--- src/rtl/sgf_pkg.sv ---
// Shared types for the sampled glitch filter.
// Assumes a 2-bit edge-select field; the encoding is fixed here for all users.
package sgf_pkg;
    typedef enum logic [1:0] {
        EDGE_NONE = 2'b00,
        EDGE_RISE = 2'b01,
        EDGE_FALL = 2'b10,
        EDGE_BOTH = 2'b11
    } edge_sel_e;

    typedef struct packed {
        logic rise;
        logic fall;
    } edge_evt_t;
endpackage

--- src/rtl/sgf_sync.sv ---
// Multi-stage synchronizer for an asynchronous level.
// Assumes the input is a slow level signal. The stages carry no reset, so
// they keep tracking the pin while the rest of the block is held in reset.
module sgf_sync #(
    parameter int STAGES = 2
) (
    input  logic clk,
    input  logic d,
    output logic q
);
    logic [STAGES-1:0] sr;

    // Shift the pin through the synchronizer chain.
    always_ff @(posedge clk) begin
        sr <= {sr[STAGES-2:0], d};
    end

    assign q = sr[STAGES-1];
endmodule

--- src/rtl/sgf_prescaler.sv ---
// Free-running prescaler producing a sampling strobe.
// Rate code k gives one strobe every 2**(STEP_LOG2*k) clocks; code 0 strobes
// every cycle. Assumes the counter wraps freely and rate changes need no sync.
module sgf_prescaler #(
    parameter int SEL_W     = 2,
    parameter int STEP_LOG2 = 2
) (
    input  logic             clk,
    input  logic             rst_n,
    input  logic [SEL_W-1:0] rate_sel,
    output logic             tick
);
    localparam int NRATES = 2 ** SEL_W;
    localparam int CNT_W  = STEP_LOG2 * (NRATES - 1);

    logic [CNT_W-1:0]  cnt;
    logic [NRATES-1:0] taps;

    // Advance the free-running divide counter.
    always_ff @(posedge clk) begin
        if (!rst_n) cnt <= '0;
        else        cnt <= cnt + 1'b1;
    end

    // One strobe tap per selectable rate.
    for (genvar k = 0; k < NRATES; k++) begin : g_tap
        if (k == 0) begin : g_full
            assign taps[k] = 1'b1;
        end else begin : g_div
            assign taps[k] = (cnt[STEP_LOG2*k-1:0] == '0);
        end
    end

    assign tick = taps[rate_sel];
endmodule

--- src/rtl/sgf_filter.sv ---
// Majority-free agreement filter: the output follows the input only after
// AGREE consecutive strobed samples are equal. Assumes din is synchronous.
// Reset loads the whole history and the output with din (no false edge).
module sgf_filter #(
    parameter int AGREE = 4
) (
    input  logic clk,
    input  logic rst_n,
    input  logic tick,
    input  logic din,
    output logic filt
);
    logic [AGREE-1:0] hist;
    logic [AGREE-1:0] hist_nxt;

    // History after the current sample is taken.
    always_comb begin
        hist_nxt = {hist[AGREE-2:0], din};
    end

    // Shift samples on strobes and accept a level once all agree.
    always_ff @(posedge clk) begin
        if (!rst_n) begin
            hist <= {AGREE{din}};
            filt <= din;
        end else if (tick) begin
            hist <= hist_nxt;
            if (&hist_nxt)       filt <= 1'b1;
            else if (~|hist_nxt) filt <= 1'b0;
        end
    end
endmodule

--- src/rtl/sgf_edge_irq.sv ---
// Edge detector on the filtered level plus a sticky interrupt flag.
// Assumes init_lvl equals the value the filter loads in reset, so the
// previous-level register starts equal to the filtered level.
module sgf_edge_irq
    import sgf_pkg::*;
(
    input  logic      clk,
    input  logic      rst_n,
    input  logic      filt,
    input  logic      init_lvl,
    input  edge_sel_e edge_sel,
    input  logic      irq_clr,
    output edge_evt_t evt,
    output logic      irq
);
    logic prev;
    logic qual;

    // Remember the filtered level of the previous cycle.
    always_ff @(posedge clk) begin
        if (!rst_n) prev <= init_lvl;
        else        prev <= filt;
    end

    // Decode edges and whether the selected polarity matched.
    always_comb begin
        evt.rise = filt & ~prev;
        evt.fall = ~filt & prev;
        qual     = (evt.rise & edge_sel[0]) | (evt.fall & edge_sel[1]);
    end

    // Sticky flag: set has priority over clear.
    always_ff @(posedge clk) begin
        if (!rst_n)       irq <= 1'b0;
        else if (qual)    irq <= 1'b1;
        else if (irq_clr) irq <= 1'b0;
    end
endmodule

--- src/rtl/pin_glitch_filter.sv ---
// Top: synchronize a pin, sample it at a selectable rate, accept a level
// after four agreeing samples, report edges and raise a sticky interrupt.
// Assumes rst_n is synchronous to clk and pin_raw is fully asynchronous.
module pin_glitch_filter
    import sgf_pkg::*;
#(
    parameter int SEL_W       = 2,
    parameter int STEP_LOG2   = 2,
    parameter int AGREE       = 4,
    parameter int SYNC_STAGES = 2
) (
    input  logic             clk,
    input  logic             rst_n,
    input  logic             pin_raw,
    input  logic [SEL_W-1:0] rate_sel,
    input  logic [1:0]       edge_sel,
    input  logic             irq_clr,
    output logic             level_o,
    output logic             rise_o,
    output logic             fall_o,
    output logic             irq_o
);
    logic      pin_sync;
    logic      samp_tick;
    edge_evt_t evt;

    sgf_sync #(.STAGES(SYNC_STAGES)) u_sync (
        .clk (clk),
        .d   (pin_raw),
        .q   (pin_sync)
    );

    sgf_prescaler #(.SEL_W(SEL_W), .STEP_LOG2(STEP_LOG2)) u_pre (
        .clk      (clk),
        .rst_n    (rst_n),
        .rate_sel (rate_sel),
        .tick     (samp_tick)
    );

    sgf_filter #(.AGREE(AGREE)) u_filt (
        .clk   (clk),
        .rst_n (rst_n),
        .tick  (samp_tick),
        .din   (pin_sync),
        .filt  (level_o)
    );

    sgf_edge_irq u_edge (
        .clk      (clk),
        .rst_n    (rst_n),
        .filt     (level_o),
        .init_lvl (pin_sync),
        .edge_sel (edge_sel_e'(edge_sel)),
        .irq_clr  (irq_clr),
        .evt      (evt),
        .irq      (irq_o)
    );

    assign rise_o = evt.rise;
    assign fall_o = evt.fall;
endmodule

--- config.mk ---
export PLATFORM = sky130hd
export DESIGN_NAME = pin_glitch_filter
export DESIGN_NICKNAME = d
export VERILOG_FILES = /design/src/rtl/sgf_pkg.sv /design/src/rtl/sgf_sync.sv /design/src/rtl/sgf_prescaler.sv /design/src/rtl/sgf_filter.sv /design/src/rtl/sgf_edge_irq.sv /design/src/rtl/pin_glitch_filter.sv
export SDC_FILE = /design/constraint.sdc
export NUM_CORES = 1
export LEC_CHECK = 0
export BUFFER_PORTS_ARGS = -buffer_cell sky130_fd_sc_hd__buf_2
export CAP_MARGIN = 20
export CORE_MARGIN = 4
export CORE_UTILIZATION = 30
export DETAILED_ROUTE_END_ITERATION = 8
export PLACE_DENSITY = 0.55
export SYNTH_ARGS = -nofsm -noshare
export SYNTH_HDL_FRONTEND = slang
export SYNTH_SLANG_ARGS = --single-unit
--- constraint.sdc ---
create_clock -name clk -period 1.75 [get_ports clk]
set_input_delay 0.175 -clock clk [delete_from_list [all_inputs] [get_ports clk]]
set_output_delay 0.175 -clock clk [all_outputs]
set_load 0.03 [all_outputs]
After elaboration in Yosys (flattened, before gate mapping)
Cells that the tools add are included.
Widths: inputs -> output; s select.
- bits of input ports: 8
- word-level logic and storage cells: 35
- bits in registers: 14
- output and inout bits: 4
- bitwise operators: 7
- reduce and logical (&&, ||, !) cells: 7
- mux-type cells: 11
- add/sub/neg operators: 1
- magnitude comparators: 1
- equality and inequality tests: 2
- operators by type and width (operator ; count):
    $mux 1 ; 8
    $add 6x1->6 const B ; 1
    $logic_not 6->1 ; 1
    $mux 3 ; 2
    $and 1x1->1 ; 4
    $logic_not 4->1 ; 1
    $reduce_and 4->1 ; 1
    $reduce_or 4->1 ; 1
    $lt 2x3->1 const B ; 1
    $ne 3x2->1 const B ; 1
    $bmux 1 s2 ; 1
    $logic_not 2->1 ; 1
    $ne 2x1->1 const B ; 1
    $not 1->1 ; 2
    $reduce_and 2->1 ; 1
    $reduce_bool 2->1 ; 1
    $or 1x1->1 ; 1

Longest topological paths before layout
Gate-level depths: netlist of run 1.
- depth after elaboration: 5
- mapped depth: 5

Cells and area by module
From an unflattened synthesis of run 1, not the netlist that was laid out.
- cell total of the unflattened synthesis: 57
- area total of the unflattened synthesis: 604.3 um^2
- modules (own cells, without submodules) (module ; times used ; area an instance (um^2) ; cells an instance ; sequential area each (um^2)):
    sgf_prescaler ; 1 ; 279.0 ; 30 ; 120.1
    sgf_filter ; 1 ; 187.7 ; 16 ; 120.1
    sgf_edge_irq ; 1 ; 97.6 ; 9 ; 40.0
    sgf_sync ; 1 ; 40.0 ; 2 ; 40.0

Least setup slack after synthesis of run 1
No wires, ideal clock.
- kind: reg2reg
- start: register u_filt.filt
- end: register u_edge.irq
- arrival: 1374 ps
- setup time: 67 ps
- period minus slack after synthesis: 1441 ps
- path slack: 309 ps
- stages on the path, launching flop included: 4
- cells stage by stage: edfxtp_1 -> nor2b_1 -> a222oi_1 -> nor2b_1
- elaborated cells on any way between the ends: 8
- RTL lines (item ; line ; source):
    start: declaration ; sgf_filter.sv:11 ; output logic filt
    start signal: assignment ; sgf_filter.sv:25 ; filt <= din;
    $and 1x1->1 * ; sgf_edge_irq.sv:27 ; evt.rise = filt & ~prev;
    named net rise_o ; pin_glitch_filter.sv:19 ; output logic rise_o,
    $and 1x1->1 * ; sgf_edge_irq.sv:29 ; qual = (evt.rise & edge_sel[0]) | (evt.fall & edge_sel[1]);
    $or 1x1->1 * ; sgf_edge_irq.sv:29 ;
    $mux 1 / $reduce_bool 2->1 (equally long branches) ; -- ;
    end signal: assignment ; sgf_edge_irq.sv:34 ; if (!rst_n) irq <= 1'b0;
    end signal: assignment ; sgf_edge_irq.sv:35 ; else if (qual) irq <= 1'b1;
    end signal: assignment ; sgf_edge_irq.sv:36 ; else if (irq_clr) irq <= 1'b0;
    end: declaration ; sgf_edge_irq.sv:14 ; output logic irq
The timed path passes the listed nets; every way through them passes the cells marked *.
A chain may end at the register's enable or synchronous reset.

Worst setup path after layout of run 1
- start: register u_filt.hist[0]
- end: register u_filt.filt, enable pin
- longest elaborated chain between the ends: 3
- elaborated cells on any way between the ends: 4
- ends and longest elaborated chain (item ; line ; source):
    start: declaration ; sgf_filter.sv:13 ; logic [AGREE-1:0] hist;
    start signal: assignment ; sgf_filter.sv:24 ; hist <= {AGREE{din}};
    start signal: assignment ; sgf_filter.sv:27 ; hist <= hist_nxt;
    $reduce_or 4->1 / $reduce_and 4->1 (equally long branches) ; sgf_filter.sv:29, sgf_filter.sv:28 ;
    $ne 3x2->1 (no source line) * ; -- ;
    $reduce_and 2->1 (no source line) * ; -- ;
Mark *: on every way between the ends. The rest lies on a longest branch, timed or not.

==> results.py, run 1 <==
metrics = {
    "route": {
        "wirelength_um": 953,
        "wl_per_cell_um": 9.93,
        "met3_length_um": 87,
        "drt-met1-wl_um": 456,
        "drt-initial-drc-count": 6,
        "routed.top_layer": "met4",
        "via_per_inst": 4.35,
        "met2WireLength_um": 396,
        "drtAntennaViolNets": 0,
        "route.detailed.drc": 0,
        "via_count": 418,
        "drtPass1Iterations": 5,
    },
    "sta": {
        "finalCritPeriodShare_pct": 76.3,
        "setup_slack_ps": 415,
        "rsz0062_at_grt": "false",
        "max_slew_margin_pct": 82.5,
        "fmax_ghz": 0.749,
        "finalClockSkew_ps": 2.05,
        "setup-tns-final_ps": 0,
        "finalHoldViolations": 0,
        "max_slew.worst_pin.slew_ps": 260,
        "timing.final.crit_period_ps": 1330,
        "setup_violations": 0,
        "slew_viol_final": 0,
    },
    "clock_network": {
        "cts_max_level": 1,
        "cts_resized": 0,
        "cts.sinks": 14,
        "clk_latency_ps": 270,
        "clkTransAtPathRegs_ps": 80,
        "cts_buffers": 3,
        "cts_tree": "done",
        "clock_path_buffers": 2,
        "root_buffer": "clkbuf_4",
    },
    "floorplanning": {
        "die_area_um2": 2710,
        "start_util_pct": 32.6,
        "io_pins": 12,
        "die_w_um": 52.0,
        "die_h_um": 52.0,
        "coreArea_um2": 1780,
        "rows": 15,
    },
    "final_layout": {
        "drive_above_1_share_pct": 21.1,
        "syn2layout_area_growth_pct": 20.4,
        "fin_nets": 82,
        "diodes": 0,
        "final_area_um2": 701,
        "fillerInstances": 190,
    },
    "grt": {
        "grt-ovfl-total": 0,
        "grt_start_max_net_pins": 17,
        "antenna_found_initial": 0,
        "grt_first_pass_wirelength_mm": 1.57,
        "grt_pass1_vias": 367,
        "track_usage_pct": 8.15,
    },
    "logic_synthesis": {
        "synthCells": 56,
        "synth.top_cell.area_share_pct": 34.4,
        "syn_avg_cell_area_um2": 10.4,
        "synthTopCellsByCount": "10 x dfxtp_1, 8 x nand2_1",
        "yosysTopAreaCell": "dfxtp_1",
        "ys.flop_type": "dfxtp_1",
        "synth-edff-count": 4,
        "async_flop_share_pct": 0,
        "ys_ff_latch": 14,
        "ys_warn_count": 0,
        "synth_fp_nets": 66,
        "synth_cell_types": 23,
        "synthesis.area_um2": 582,
        "synth.area.top_cells": "dfxtp_1 34%, edfxtp_1 21%, nand2_1 5.2%",
        "yosys.cell_count.top_type": "dfxtp_1",
        "seq_area_frac_synth_pct": 55.1,
    },
    "place": {
        "gp_congestion": 0.650,
        "place_ws_ps": 420,
        "place_area_um2": 664,
        "io_buffers": 11,
    },
    "setup_path": {
        "cp_data_arrival_time_ps": 1320,
        "crit_path_start_kind": "flip-flop",
        "cp_data_required_time_ps": 1730,
        "worstSetupPathType": "reg2reg",
        "cp-end-kind": "flip-flop",
        "path_max_fanout": 4,
    },
    "pwr": {
        "peakVddDrop_v": 0.000606,
        "p_per_area_nw_per_um2": 921,
        "leakage_nw": 0.311,
    },
    "status": {
        "status": "finished, final reports clean",
    },
    "hold_path": {
        "hold_class": "in2reg",
    },
    "run": {
        "max_cap_violations": 0,
    },
}
cell type report:
cell class | instances | area [um^2] | share of cell area, %
Inverter | 4 | 15.0 | 2.14
Clock inverter | 1 | 3.75 | 0.536
Tap cell | 25 | 31.3 | 4.46
Sequential cell | 14 | 320 | 45.7
Timing Repair Buffer | 12 | 65.1 | 9.29
Clock buffer | 3 | 22.5 | 3.21
Multi-Input combinational cell | 37 | 243 | 34.6
critical path, cell delays in order, from the launching register on:
cell and delay, ps:
edfxtp_1 430, o41ai_1 360, a41oi_1 80, a31oi_1 170
stage by stage:
step	hold slack, ps	util (%)	power [W]	std cells
after floorplan	203	-	0.000442	56
after global placement	279	37.3	0.000468	91
after detailed placement	280	37.3	0.000471	91
after CTS	161	39.3	0.000658	96
after global routing	169	39.3	0.000687	96
final	165	39.3	0.000645	96
cells in the final DEF, fill, tap and decap left out, drive strengths merged:
master / n
a21boi: 1
a21o: 1
a222oi: 1
a31oi: 1
a41oi: 1
and2: 4
buf: 11
clkbuf: 3
clkinv: 1
dfxtp: 10
dlygate4sd3: 1
edfxtp: 4
ha: 2
inv: 4
nand2: 8
nand2b: 1
nand3: 5
nor2: 1
nor2b: 4
o211ai: 1
o21ai: 1
o41ai: 1
or4b: 1
xnor2: 2
xor2: 1
report_power, final:
group | leakage (nW) | switching, W | internal (W)
clock | 0.0154 | 0.0000991 | 0.0000826
combinational | 0.172 | 0.0000496 | 0.0000356
sequential | 0.124 | 0.0000189 | 0.000359
total | 0.311 | 0.000168 | 0.000478
final timing paths:
path                  start      endpoint  slack [ps]  cells after the start
max reg2reg  u_filt.hist[0]   u_filt.filt         420                      3
max          u_filt.hist[0]   u_filt.filt         420                      3
min             edge_sel[1]    u_edge.irq         170                      3
min reg2reg    u_sync.sr[0]  u_sync.sr[1]         330                      0
sequential cells by signal (all words and copies together), names as in the netlist:
signal       flops
u_sync.sr        2
u_edge.irq       1
u_edge.prev      1
u_filt.filt      1
u_pre.cnt        6
u_filt.hist      3
timing repair:
| action | 4_1_cts | 5_1_grt |
|---|---|---|
| endpoints found under the hold margin | 1 | 0 |
| setup buffers | 0 | 0 |
| hold buffers | 1 | 0 |
cells by family after synthesis:
| group | Yosys count | share of synthesized area, % |
|---|---|---|
| compound gates | 8 | 10.5 |
| fa+ha+maj | 2 | 4.30 |
| xor+xnor | 3 | 4.52 |
| buf+inv | 5 | 3.22 |
| simple gates | 24 | 22.4 |
| flops | 14 | 55.1 |
routing by layer:
metal / track usage (%) / up-vias
li1: - / 223
met1: 9.28 / 180
met2: 11.9 / 13
met3: 5.73 / 2
met4: 2.62 / 0
met5: 0 / -
No activity file was read; power rests on OpenSTA's default activity.
==> inputs of run 2 (changes only) <==
--- a/config.mk
+++ b/config.mk
@@ -5,6 +5,7 @@
 export SDC_FILE = /design/constraint.sdc
 export NUM_CORES = 1
 export LEC_CHECK = 0
+export ABC_AREA = 1
 export BUFFER_PORTS_ARGS = -buffer_cell sky130_fd_sc_hd__buf_2
 export CAP_MARGIN = 20
 export CORE_MARGIN = 4
==> constraint.sdc (replaced) <==
create_clock -name clk -period 1.4 [get_ports clk]
set_input_delay 0.14 -clock clk [delete_from_list [all_inputs] [get_ports clk]]
set_output_delay 0.14 -clock clk [all_outputs]
set_load 0.03 [all_outputs]
==> run 2 against run 1 <==
Worst setup slack got worse by 260 ps. Via count up 16%. Final area increased by 4.5%. Flip-flop and latch count unchanged. Largest cell class unchanged. Die area grew 3.4%. Sequential share of layout area fell by 1.8 points. First-iteration DRC count stayed put. Maximum frequency increased by 7.6%.
==> results.py, run 2 <==
metrics = {
    "logic_synthesis": {
        "async_flop_share_pct": 0,
        "ys_ff_latch": 14,
        "synthTopCellsByCount": "21 x nand2_1, 17 x nor2_1, 11 x inv_1",
        "seq_area_frac_synth_pct": 52.9,
        "synth.area.top_cells": "dfxtp_1 33%, edfxtp_1 20%, nand2_1 13%",
        "yosys.cell_count.top_type": "nand2_1",
        "synth_cell_types": 14,
        "synth_fp_nets": 88,
        "synth-edff-count": 4,
        "synth.top_cell.area_share_pct": 33.1,
        "ys.flop_type": "dfxtp_1",
        "synthesis.area_um2": 606,
        "ys_warn_count": 0,
        "synthCells": 78,
        "yosysTopAreaCell": "dfxtp_1",
        "syn_avg_cell_area_um2": 7.76,
    },
    "floorplanning": {
        "die_area_um2": 2800,
        "start_util_pct": 33.3,
        "coreArea_um2": 1820,
        "io_pins": 12,
        "die_h_um": 52.9,
        "die_w_um": 52.9,
        "rows": 15,
    },
    "final_layout": {
        "final_area_um2": 732,
        "final_util_pct": 40.2,
        "diodes": 0,
        "layout_common_cells": "21 x nand2_1, 17 x nor2_1, 11 x inv_1, 11 x buf_2, 9 x dfxtp_1",
        "multi_input_area_um2": 235,
        "largest_reg_flops": 6,
        "largest_register": "u_pre.cnt",
        "fin_nets": 105,
        "reg_top3": "u_pre.cnt: 6 flops, u_filt.hist: 3 flops, u_sync.sr: 2 flops",
        "final_common_cell": "nand2_1",
        "final-seq-area_um2": 322,
        "drive_above_1_share_pct": 19.1,
        "fillerInstances": 190,
        "syn2layout_area_growth_pct": 20.9,
    },
    "clock_network": {
        "clock_path_buffers": 2,
        "cts_max_level": 1,
        "root_buffer": "clkbuf_4",
        "cts_buffers": 3,
        "cts_tree": "done",
        "clk_latency_ps": 290,
        "cts.sinks": 14,
        "post_cts_buffers": 0,
        "clkTransAtPathRegs_ps": 80,
    },
    "sta": {
        "setup-tns-final_ps": 0,
        "fmax_ghz": 0.806,
        "setup_violations": 0,
        "rsz0062_at_grt": "false",
        "timing.final.crit_period_ps": 1240,
        "setup_slack_ps": 159,
        "finalHoldViolations": 0,
        "slew_viol_final": 0,
        "finalClockSkew_ps": 2.43,
        "max_slew_margin_pct": 87.0,
        "max_slew.worst_pin.slew_ps": 194,
        "finalCritPeriodShare_pct": 88.6,
    },
    "pwr": {
        "power_switching_w": 0.000234,
        "power.total_w": 0.000835,
        "power_frac_comb_pct": 15.1,
        "seq_power_share_pct": 56.2,
        "peakVddDrop_v": 0.000474,
        "internal_power_w": 0.000601,
        "p_per_area_nw_per_um2": 1140,
        "p_clk_share_pct": 28.6,
        "leakage_nw": 0.365,
        "netSwitchingFraction_pct": 28.0,
    },
    "grt": {
        "grt_start_max_net_pins": 9,
        "gr-usage-met2_pct": 12.4,
        "use_met1_pct": 11.7,
        "grt_busiest_layer": "met2",
        "grt-ovfl-total": 0,
        "antenna_found_initial": 0,
        "grt_first_pass_wirelength_mm": 1.79,
        "use_met3_pct": 1.97,
        "track_usage_pct": 9.19,
        "grt_pass1_vias": 435,
    },
    "route": {
        "via_per_inst": 4.07,
        "drt-initial-drc-count": 6,
        "via_count": 484,
        "drtPass1Iterations": 3,
        "wirelength_mm": 1.05,
        "wl_per_cell_um": 8.79,
        "route.detailed.drc": 0,
        "drtAntennaViolNets": 0,
    },
    "setup_path": {
        "crit_path_start_kind": "flip-flop",
        "slowest_delay_ps": 360,
        "crit_path_top_delay_cell": "dfxtp_2",
        "worstSetupPathType": "reg2reg",
        "cp_data_arrival_time_ps": 1290,
        "path_max_fanout": 4,
        "crit_chain": "inv_1 -> ha_1 -> inv_1 -> nand2_1 -> nand2_1 -> nand2_1 -> nor2_1 -> inv_1",
        "cp_data_required_time_ps": 1450,
        "cp-end-kind": "flip-flop",
    },
    "place": {
        "place_area_um2": 694,
        "place_ws_ps": 137,
        "gp_congestion": 0.713,
        "detailed_place_hpwl_um": 792,
        "io_buffers": 11,
    },
    "status": {
        "status": "finished, final reports clean",
    },
    "run": {
        "max_cap_violations": 0,
    },
    "hold_path": {
        "hold_class": "in2reg",
    },
}
## run 2: metrics by stage
step | hold WS [ps] | cells
after floorplan | 168 | 78
after global placement | 245 | 114
after detailed placement | 245 | 114
after CTS | 140 | 119
after global routing | 163 | 119
final | 139 | 119
## run 2: layout make-up
| type | instances | share of cell area, % |
|---|---|---|
| Timing Repair Buffer | 13 | 9.91 |
| Multi-Input combinational cell | 51 | 32.1 |
| Clock inverter | 1 | 0.513 |
| Clock buffer | 3 | 3.08 |
| Tap cell | 25 | 4.27 |
| Inverter | 12 | 6.15 |
| Sequential cell | 14 | 43.9 |
## run 2: critical path, delay by kind of cell, from the launching register on
| family | cells | cell delay, ps |
|---|---|---|
| buffers and inverters | 3 | 190 |
| AND/OR/NAND/NOR | 4 | 270 |
| adder cells (fa/ha/maj) | 1 | 180 |
| flip-flops | 1 | 360 |
## run 2: power by group through the flow
stage	sequential [W]	combinational, W	clock, W
detailed placement	0.000478	0.000126	0
global route	0.000475	0.000143	0.000264
global placement	0.000477	0.000125	0
CTS	0.000469	0.000128	0.000250
finish	0.000469	0.000126	0.000239
floorplan	0.000488	0.0000765	0
## run 2: logic make-up (layout without fill, tap and decap cells)
family,count (synthesis),count (layout),synth area share [%]
AND/OR/NAND/NOR,43,43,27.9
flip-flops,14,14,52.9
buffers and inverters,13,29,8.26
AO/OA/AOI/OAI,3,3,2.48
XOR/XNOR,3,3,4.34
adder cells (fa/ha/maj),2,2,4.13
## run 2: final timing paths
kind	slack, ps	startpoint	cells after the start	end
setup / recovery	160	u_pre.cnt[1]	8	u_filt.hist[1]
setup reg to reg	160	u_pre.cnt[1]	8	u_filt.hist[1]
hold / removal	140	rst_n	3	u_pre.cnt[1]
hold reg to reg	330	u_sync.sr[0]	0	u_sync.sr[1]
## run 2: timing repair
| action | CTS | global route |
|---|---|---|
| hold buffers | 1 | 0 |
| gates resized for setup | 0 | 1 |
| setup endpoints to repair | 0 | 3 |
| endpoints found under the hold margin | 1 | 0 |
## run 2: layer usage
layer  up-vias  routed length, um
met5         -                  0
met4         0                 43
met3         5                 71
met2        14                390
met1       200                540
li1        265                  -
==> inputs of run 3 (changes only) <==
--- a/config.mk
+++ b/config.mk
@@ -11,6 +11,7 @@
 export CORE_MARGIN = 4
 export CORE_UTILIZATION = 30
 export DETAILED_ROUTE_END_ITERATION = 8
+export MAX_ROUTING_LAYER = met4
 export PLACE_DENSITY = 0.55
 export SYNTH_ARGS = -nofsm -noshare
 export SYNTH_HDL_FRONTEND = slang
==> run 3 against run 2 <==
Final area unchanged. Total power about the same. Flip-flop and latch count unchanged. Worst setup slack about the same. Register-to-register slack about the same. Clock skew unchanged. Largest power group unchanged. Highest routed layer unchanged.
==> results.py, run 3 (synthesized netlist as in run 2, its figures left out) <==
metrics = {
    "pwr": {
        "p_per_area_nw_per_um2": 1140,
        "netSwitchingFraction_pct": 28.0,
        "power_frac_comb_pct": 15.1,
        "leakage_nw": 0.365,
        "power_switching_w": 0.000234,
        "p_clk_share_pct": 28.6,
        "seq_power_share_pct": 56.2,
        "internal_power_w": 0.000601,
        "peakVddDrop_v": 0.000474,
    },
    "route": {
        "via_per_inst": 4.07,
        "wirelength_mm": 1.05,
        "drtAntennaViolNets": 0,
        "wl_per_cell_um": 8.79,
        "drtPass1Iterations": 3,
        "route.detailed.drc": 0,
        "drt-initial-drc-count": 6,
        "via_count": 484,
    },
    "clock_network": {
        "cts_tree": "done",
        "root_buffer": "clkbuf_4",
        "clock_path_buffers": 2,
        "cts_buffers": 3,
        "cts.sinks": 14,
        "post_cts_buffers": 0,
        "clkTransAtPathRegs_ps": 80,
        "clk_latency_ps": 290,
        "cts_max_level": 1,
    },
    "final_layout": {
        "largest_register": "u_pre.cnt",
        "final_area_um2": 732,
        "reg_top3": "u_pre.cnt: 6 flops, u_filt.hist: 3 flops, u_sync.sr: 2 flops",
        "syn2layout_area_growth_pct": 20.9,
        "diodes": 0,
        "final_common_cell": "nand2_1",
        "layout_common_cells": "21 x nand2_1, 17 x nor2_1, 11 x inv_1, 11 x buf_2, 9 x dfxtp_1",
        "fin_nets": 105,
        "drive_above_1_share_pct": 19.1,
        "largest_reg_flops": 6,
    },
    "floorplanning": {
        "die_area_um2": 2800,
        "rows": 15,
        "die_h_um": 52.9,
        "io_pins": 12,
        "die_w_um": 52.9,
        "coreArea_um2": 1820,
        "start_util_pct": 33.3,
    },
    "grt": {
        "grt_start_max_net_pins": 9,
        "antenna_found_initial": 0,
        "grt-ovfl-total": 0,
        "track_usage_pct": 9.42,
        "grt_first_pass_wirelength_mm": 1.79,
        "grt_pass1_vias": 435,
    },
    "sta": {
        "finalClockSkew_ps": 2.43,
        "finalHoldViolations": 0,
        "slew_viol_final": 0,
        "setup_slack_ps": 159,
        "setup-tns-final_ps": 0,
        "rsz0062_at_grt": "false",
        "max_slew_margin_pct": 87.0,
        "fmax_ghz": 0.806,
        "max_slew.worst_pin.slew_ps": 194,
        "timing.final.crit_period_ps": 1240,
        "finalCritPeriodShare_pct": 88.6,
        "setup_violations": 0,
    },
    "setup_path": {
        "cp-end-kind": "flip-flop",
        "worstSetupPathType": "reg2reg",
        "cp_data_required_time_ps": 1450,
        "crit_path_start_kind": "flip-flop",
        "cp_data_arrival_time_ps": 1290,
        "slowest_delay_ps": 360,
        "path_max_fanout": 4,
        "crit_path_top_delay_cell": "dfxtp_2",
        "crit_chain": "inv_1 -> ha_1 -> inv_1 -> nand2_1 -> nand2_1 -> nand2_1 -> nor2_1 -> inv_1",
    },
    "run": {
        "max_cap_violations": 0,
    },
    "status": {
        "status": "finished, final reports clean",
    },
    "place": {
        "io_buffers": 11,
        "gp_congestion": 0.721,
        "place_ws_ps": 137,
        "place_area_um2": 694,
        "detailed_place_hpwl_um": 792,
    },
    "hold_path": {
        "hold_class": "in2reg",
    },
}
==> run 3: cell counts in the layout (fill, tap and decap cells not counted) <==
Identical to the previous run, type by type.
==> run 3: routing by layer <==
metal | track usage, % | part of all wire [%] | up-vias
li1 | - | - | 265
met1 | 11.9 | 52 | 200
met2 | 12.4 | 37 | 14
met3 | 1.69 | 6.2 | 5
met4 | 8.94 | 4.1 | 0
met5 | - | 0 | -
==> run 3: stage by stage <==
step	power (W)	hold WS [ps]	utilization (%)	std cells
floorplan	0.000565	168	-	78
global placement	0.000601	245	38.1	114
detailed placement	0.000604	245	38.1	114
CTS	0.000847	140	40.1	119
global route	0.000882	163	40.2	119
finish	0.000835	139	40.2	119
==> run 3: repair_timing <==
action	CTS	global route
hold buffers	1	0
endpoints found under the hold margin	1	0
endpoints found under the setup margin	0	3
resized for setup	0	1
==> run 3: power by group through the flow <==
stage	Clock (W)	Combinational (W)	Sequential (W)
final	0.000239	0.000126	0.000469
after global routing	0.000264	0.000143	0.000475
after CTS	0.000250	0.000128	0.000469
after detailed placement	0	0.000126	0.000478
after global placement	0	0.000125	0.000477
after floorplan	0	0.0000765	0.000488
==> run 3: worst max-delay path, delay by kind of cell (launching register included) <==
kind / cells / cell delay, ps
fa+ha+maj: 1 / 180
buf+inv: 3 / 190
flops: 1 / 360
simple gates: 4 / 270
==> run 3: path summary, 6_finish.rpt <==
| path | startpoint | to | slack [ps] | cells after the start |
|---|---|---|---|---|
| worst max register to register | u_pre.cnt[1] | u_filt.hist[1] | 160 | 8 |
| worst min register to register | u_sync.sr[0] | u_sync.sr[1] | 330 | 0 |
| worst max-delay path | u_pre.cnt[1] | u_filt.hist[1] | 160 | 8 |
| worst min-delay path | rst_n | u_pre.cnt[1] | 140 | 3 |
==> run 3: cell type report <==
type,instances,area [um^2]
clock buffer,3,22.5
clock inverter,1,3.75
fill,190,1090
inverter,12,45.0
multi-input combinational,51,235
sequential,14,322
tap,25,31.3
timing repair buffer,13,72.6
